--- src/rtl/sfu_pkg.sv ---
package sfu_pkg;

    typedef enum logic [1:0] {
        OPC_ADD   = 2'b00,
        OPC_SUB   = 2'b01,
        OPC_SHIFT = 2'b10,
        OPC_LOGIC = 2'b11
    } op_class_e;

    typedef struct packed {
        logic n;
        logic z;
        logic c;
        logic v;
    } flags_t;

    localparam int COND_W = 4;

endpackage

--- src/rtl/sfu_flag_next.sv ---
module sfu_flag_next
    import sfu_pkg::*;
#(
    parameter int DATA_W              = 32,
    parameter bit SUB_CARRY_IS_BORROW = 1'b0
) (
    input  flags_t              flags_q,
    input  logic [DATA_W-1:0]   result,
    input  logic                add_carry,
    input  logic                add_ovf,
    input  logic                shift_carry,
    input  op_class_e           op_class,
    output flags_t              flags_nxt
);
    localparam int MSB = DATA_W - 1;

    logic sub_c;

    // Convention of the subtract carry picked by parameter
    generate
        if (SUB_CARRY_IS_BORROW) begin : g_borrow_in
            assign sub_c = ~add_carry;
        end else begin : g_notborrow_in
            assign sub_c = add_carry;
        end
    endgenerate

    always_comb begin
        flags_nxt   = flags_q;
        flags_nxt.n = result[MSB];
        flags_nxt.z = (result == '0);
        unique case (op_class)
            OPC_ADD: begin
                flags_nxt.c = add_carry;
                flags_nxt.v = add_ovf;
            end
            OPC_SUB: begin
                flags_nxt.c = sub_c;
                flags_nxt.v = add_ovf;
            end
            OPC_SHIFT: begin
                flags_nxt.c = shift_carry;
            end
            default: begin
                // logical: carry and overflow retained
            end
        endcase
    end

endmodule

--- src/rtl/sfu_cond_eval.sv ---
module sfu_cond_eval
    import sfu_pkg::*;
(
    input  flags_t              flags,
    input  logic [COND_W-1:0]   cond,
    output logic                pass
);
    logic base;

    // Even codes give the base test; odd codes are its complement.
    always_comb begin
        unique case (cond[COND_W-1:1])
            3'd0:    base = flags.z;
            3'd1:    base = flags.c;
            3'd2:    base = flags.n;
            3'd3:    base = flags.v;
            3'd4:    base = flags.c & ~flags.z;
            3'd5:    base = ~(flags.n ^ flags.v);
            3'd6:    base = ~flags.z & ~(flags.n ^ flags.v);
            default: base = 1'b1;
        endcase
        pass = base ^ cond[0];
    end

endmodule

--- src/rtl/status_flag_unit.sv ---
module status_flag_unit
    import sfu_pkg::*;
#(
    parameter int DATA_W              = 32,
    parameter bit SUB_CARRY_IS_BORROW = 1'b0
) (
    input  logic                clk,
    input  logic                rst,
    input  logic [DATA_W-1:0]   result,
    input  logic                add_carry,
    input  logic                add_ovf,
    input  logic                shift_carry,
    input  logic [1:0]          op_class,
    input  logic                set_flags,
    input  logic [COND_W-1:0]   cond,
    output logic                flag_n,
    output logic                flag_z,
    output logic                flag_c,
    output logic                flag_v,
    output logic                cond_pass
);
    localparam int MSB = DATA_W - 1;

    typedef struct packed {
        flags_t flags;
    } state_t;

    state_t state_d, state_q;
    flags_t flags_nxt;

    sfu_flag_next #(
        .DATA_W              (DATA_W),
        .SUB_CARRY_IS_BORROW (SUB_CARRY_IS_BORROW)
    ) u_next (
        .flags_q     (state_q.flags),
        .result      (result),
        .add_carry   (add_carry),
        .add_ovf     (add_ovf),
        .shift_carry (shift_carry),
        .op_class    (op_class_e'(op_class)),
        .flags_nxt   (flags_nxt)
    );

    always_comb begin
        state_d = state_q;
        if (set_flags) begin
            state_d.flags = flags_nxt;
        end
    end

    always_ff @(posedge clk) begin
        if (rst) begin
            state_q <= '0;
        end else begin
            state_q <= state_d;
        end
    end

    sfu_cond_eval u_cond (
        .flags (state_q.flags),
        .cond  (cond),
        .pass  (cond_pass)
    );

    assign flag_n = state_q.flags.n;
    assign flag_z = state_q.flags.z;
    assign flag_c = state_q.flags.c;
    assign flag_v = state_q.flags.v;

    AST_RESET_CLEARS: assert property (@(posedge clk)
        rst |=> ({flag_n, flag_z, flag_c, flag_v} == 4'b0000));
    AST_HOLD_NO_SET: assert property (@(posedge clk) disable iff (rst)
        !set_flags |=> $stable({flag_n, flag_z, flag_c, flag_v}));
    AST_N_FROM_MSB: assert property (@(posedge clk) disable iff (rst)
        set_flags |=> (flag_n == $past(result[MSB])));
    AST_Z_ALL_ZERO: assert property (@(posedge clk) disable iff (rst)
        set_flags |=> (flag_z == ($past(result) == '0)));
    AST_ADD_CV: assert property (@(posedge clk) disable iff (rst)
        (set_flags && op_class == 2'b00) |=>
            (flag_c == $past(add_carry) && flag_v == $past(add_ovf)));
    AST_SUB_V: assert property (@(posedge clk) disable iff (rst)
        (set_flags && op_class == 2'b01) |=> (flag_v == $past(add_ovf)));
    AST_SHIFT_V_KEEP: assert property (@(posedge clk) disable iff (rst)
        (set_flags && op_class == 2'b10) |=>
            ($stable(flag_v) && flag_c == $past(shift_carry)));
    AST_LOGIC_CV_KEEP: assert property (@(posedge clk) disable iff (rst)
        (set_flags && op_class == 2'b11) |=> $stable({flag_c, flag_v}));
    AST_GE_NV: assert property (@(posedge clk) disable iff (rst)
        (cond == 4'b1010) |-> (cond_pass == (flag_n == flag_v)));
    AST_ALWAYS_PASS: assert property (@(posedge clk) disable iff (rst)
        (cond == 4'b1110) |-> cond_pass);
    AST_NEVER_PASS: assert property (@(posedge clk) disable iff (rst)
        (cond == 4'b1111) |-> !cond_pass);

endmodule

--- config.mk ---
export PLATFORM = sky130hd
export DESIGN_NAME = status_flag_unit
export DESIGN_NICKNAME = d
export VERILOG_FILES = /design/src/rtl/sfu_pkg.sv /design/src/rtl/sfu_flag_next.sv /design/src/rtl/sfu_cond_eval.sv /design/src/rtl/status_flag_unit.sv
export SDC_FILE = /design/constraint.sdc
export NUM_CORES = 1
export LEC_CHECK = 0
export ABC_AREA = 0
export BUFFER_PORTS_ARGS = -buffer_cell sky130_fd_sc_hd__buf_2
export CAP_MARGIN = 20
export CORE_AREA = 2 2 39 41
export CTS_CLUSTER_SIZE = 28
export DETAILED_ROUTE_END_ITERATION = 8
export DIE_AREA = 0 0 41 43
export GPL_ROUTABILITY_DRIVEN = 0
export PLACE_DENSITY = 0.75
export SYNTH_ARGS = -nofsm -noshare
export SYNTH_HDL_FRONTEND = slang
export SYNTH_HIERARCHICAL = 1
export SYNTH_SLANG_ARGS = --single-unit
--- constraint.sdc ---
create_clock -name clk -period 1.25 [get_ports clk]
set_input_delay 0.125 -clock clk [delete_from_list [all_inputs] [get_ports clk]]
set_output_delay 0.125 -clock clk [all_outputs]
set_load 0.005 [all_outputs]
[Word-level counts from Yosys, hierarchy flattened]
Cells that the tools add are included.
W data, S select, Z words.
Storage, ports and cells
  register bits: 4
  bits of input ports: 44
  output and inout port bits: 5
  word-level logic and storage cells: 27
Operators by class
  eq/ne operators: 8
  multiplexer cells: 2
  bitwise gates (word level): 6
  reduce and logical (&&, ||, !) cells: 7
Operators by type and width (number)
  $logic_not A32 Y1: 1
  $eq A3 B3 Y1 const B: 3
  $pmux W1 S7: 1
  $eq A3 B2 Y1 const B: 2
  $reduce_and A2 Y1: 2
  $eq A3 B1 Y1 const B: 1
  $logic_not A3 Y1: 1
  $and A1 B1 Y1: 2
  $eq A2 B1 Y1 const B: 1
  $eq A2 B2 Y1 const B: 1
  $logic_not A2 Y1: 1
  $not A1 Y1: 2
  $pmux W1 S2: 1
  $reduce_bool A2 Y1: 1
  $reduce_or A2 Y1: 1
  $xor A1 B1 Y1: 2

[Logic depth before layout (Yosys ltp)]
  depth after elaboration: 5
  mapped depth: 5
  mapped depth without buffers: 5

[Hierarchy]
Netlist, hierarchy kept.
By module, submodules not included
  status_flag_unit: times used 1, cells each 13, area an instance 140.1 um^2, sequential area each 80.1 um^2
  sfu_flag_next: times used 1, cells each 16, area an instance 110.1 um^2, sequential area each 0.0 um^2
  sfu_cond_eval: times used 1, cells each 10, area an instance 88.8 um^2, sequential area each 0.0 um^2

[Worst setup path after synthesis]
No wires, ideal clock.
  path type: reg2out
  start: register state_q, in the netlist flag_v
  end: output cond_pass
  data arrival time: 1.135 ns
  slack: -0.010 ns
  stages on the path, launching flop included: 5
  path buffers: 0
  path through: dfxtp_1 -> xnor2_1 -> nor3_1 -> o32a_2 -> xnor2_1
Between the ends
  longest elaborated chain between the ends: 5
RTL lines
  start, declared: RTL line status_flag_unit.sv:28  | state_t state_d, state_q;
  start signal, assigned: RTL line status_flag_unit.sv:55  | state_q <= state_d;
  $xor A1 B1 Y1: RTL line sfu_cond_eval.sv:18, sfu_cond_eval.sv:19
  $not A1 Y1: RTL line sfu_cond_eval.sv:18, sfu_cond_eval.sv:19
  $and A1 B1 Y1: RTL line sfu_cond_eval.sv:19  | 3'd6: base = ~flags.z & ~(flags.n ^ flags.v);
  $pmux W1 S7 *: RTL line sfu_cond_eval.sv:12  | unique case (cond[COND_W-1:1])
  $xor A1 B1 Y1 *: RTL line sfu_cond_eval.sv:22  | pass = base ^ cond[0];
  end, declared: RTL line status_flag_unit.sv:20  | output logic cond_pass
Every way passes the cells marked *; elsewhere a longest branch is shown, timed or not.

[Worst setup path in the final report]
Ends and elaborated chain as after synthesis.

==> reports/qor.yml <==
hold_start: "rst"
syn-cell-area_um2: 339
fp.dieW_um: 41
cp.required_ps: 1120
route.met2.wl_um: 618
syn_to_final_growth_pct: 91.5
n_antenna_cell: 0
reg2reg_slack_ps: 240
skew_ps: 0
p_int_uw: 339
violations: "setup timing"
h-tree-depth: 1
crit_arrival_ps: 1470
p_seq_frac: 0.313
avgSynthCellArea_um2: 8.69
core_area_mm2: 0.00138
vdd_ir_drop_max_v: 0.000277
p_sw_frac: 0.251
start_kind: "flip-flop"
clock_latency_ps: 230
crit_end: "cond_pass"
hpwl_mm: 1.01
ioPinCount: 49
r2r_cells: 4
fin_tns_setup_ps: -341
final_common_cell: "buf_2"
status: "finished with violations"
pwr-share-clk: 0.355
synth_cells: 39
critPathKind: "reg2out"
p_per_area_mw_per_mm2: 697
switching_power_uw: 113
yosysWarningCount: 6
critPathMaxFanout: 3
wl_met3_um: 121
grt_max_degree: 6
worstSetupStartpoint: "flag_v"
hp-class: "in2reg"
die_area_mm2: 0.00176
cts_buffers: 3
synth-seq-cells: 4
drive_gt1_frac: 0.685
routed_wl_mm: 1.09
routed.top_layer: "met4"
cap_viol_max_count: 0
overflow: 0
drtAntennaViolNets: 0
hold_violations: 0
worst_hold_slack_ps: 93.5
end_kind: "output pin"
timing.rr.end: "flag_v"
grt_pass1_wl_mm: 1.61
max_freq_ghz: 0.629
wire_per_inst_um: 10.1
most-common-layout-cells: "buf_2, nor4_1, nor2_1"
path_clk_slew_ps: 40
tightest_slew_ps: 332
drt-met1-wl_um: 335
worst_slack_ps: -341
power_frac_comb: 0.333
leakage_nw: 0.333
ctsRootBufferMaster: "clkbuf_4"
setup_violations: 1
total_power_uw: 453
r2r-start: "flag_v"
drc: 0
fin_nets: 138
grt_setup_unrepaired: "yes"
first_iter_violations: 1
io_buffers: 48
fin_crit_ps: 1590
viasPerCell: 4.80
yosysSeqAreaShare: 0.236
fp-row-count: 14
cts_setup_buffers: 0
die_h_um: 43
slew_headroom: 0.776
ys_types: 19
grt_pass1_vias: 469
cts_sinks: 4
cts_tree: "done"
initial_core_util: 0.245
finalMaxSlewViolations: 0
clockBufferDepth: 2
grt_antenna_before_repair: 0
syn_nets: 83
post-route-period-util: 1.27
drt_first_pass_iters: 2
vias: 518
track_usage: 0.136
[sequential cells by signal, indices dropped and copies added (netlist names)]
register and cells:
flag_v 1, flag_n 1, flag_z 1, flag_c 1
[layout make-up]
cell class	instances	area, µm²
flip-flops and latches	4	82.6
clock buffers	3	22.5
fillers	140	734
repair buffers	52	270
well taps	16	20.0
inverters	1	3.75
multi-input cells	32	250
[through the flow]
stage	instance area, µm²	utilization	cells	worst slack (ps)
floorplan	340	-	39	3.70
global placement	618	0.447	105	-73.8
detailed placement	618	0.447	105	-104
CTS	641	0.463	108	-355
global route	649	0.469	108	-403
finish	649	0.469	108	-341
[critical path, cell delays in order, from the launching register on]
cell	delay, ps
dfxtp_2	330
mux4_2	470
inv_2	60
o32a_2	140
xnor2_1	100
buf_2	120
[cells in the mapped netlist]
library cell	number	area share
o311ai_0	1	0.026
mux4_2	1	0.066
xnor2_1	2	0.052
buf_4	1	0.022
nor2_1	6	0.066
clkbuf_2	1	0.015
nor3b_1	1	0.022
nor4_1	7	0.13
nand4_1	2	0.037
o32a_2	1	0.033
nor4_2	1	0.037
a21oi_1	1	0.015
mux2i_1	5	0.15
mux2_2	1	0.033
inv_1	1	0.011
dfxtp_1	4	0.24
nand2b_1	1	0.018
nor2b_1	1	0.018
nor3_1	1	0.015
[cells by family (layout without fill, tap and decap cells)]
kind of cell	count (synthesis)	after routing	synth area share
XOR/XNOR	2	2	0.0517
flip-flops	4	4	0.236
AND/OR/NAND/NOR	20	20	0.343
buffers and inverters	3	56	0.0480
AO/OA/AOI/OAI	3	3	0.0738
multiplexers	7	7	0.247
[worst min path at each step]
stage,cells after the start,endpoint
after detailed placement,2,flag_v
after CTS,2,flag_v
after global routing,2,flag_n
final,2,flag_v
after global placement,2,flag_v
after floorplan,1,flag_v
[power groups by stage]
stage,Clock (mW),Sequential [mW],Combinational [mW]
6_report,0.161,0.142,0.151
5_1_grt,0.174,0.142,0.167
4_1_cts,0.168,0.140,0.150
3_5_place_dp,0,0.142,0.150
3_3_place_gp,0,0.141,0.144
2_1_floorplan,0,0.143,0.0510
[what timing repair did]
| item | 4_1_cts | 5_1_grt |
|---|---|---|
| cloned | 0 | 0 |
| pin swaps | 1 | 0 |
| gates resized for setup | 0 | 3 |
| setup endpoints to repair | 1 | 1 |
| hold buffers | 0 | 0 |
[routing by layer]
layer,vias up,track usage
met3,2,0.0576
li1,259,-
met4,0,0.0600
met1,229,0.107
met5,-,0
met2,28,0.256
No activity file was read; power rests on OpenSTA's default activity.
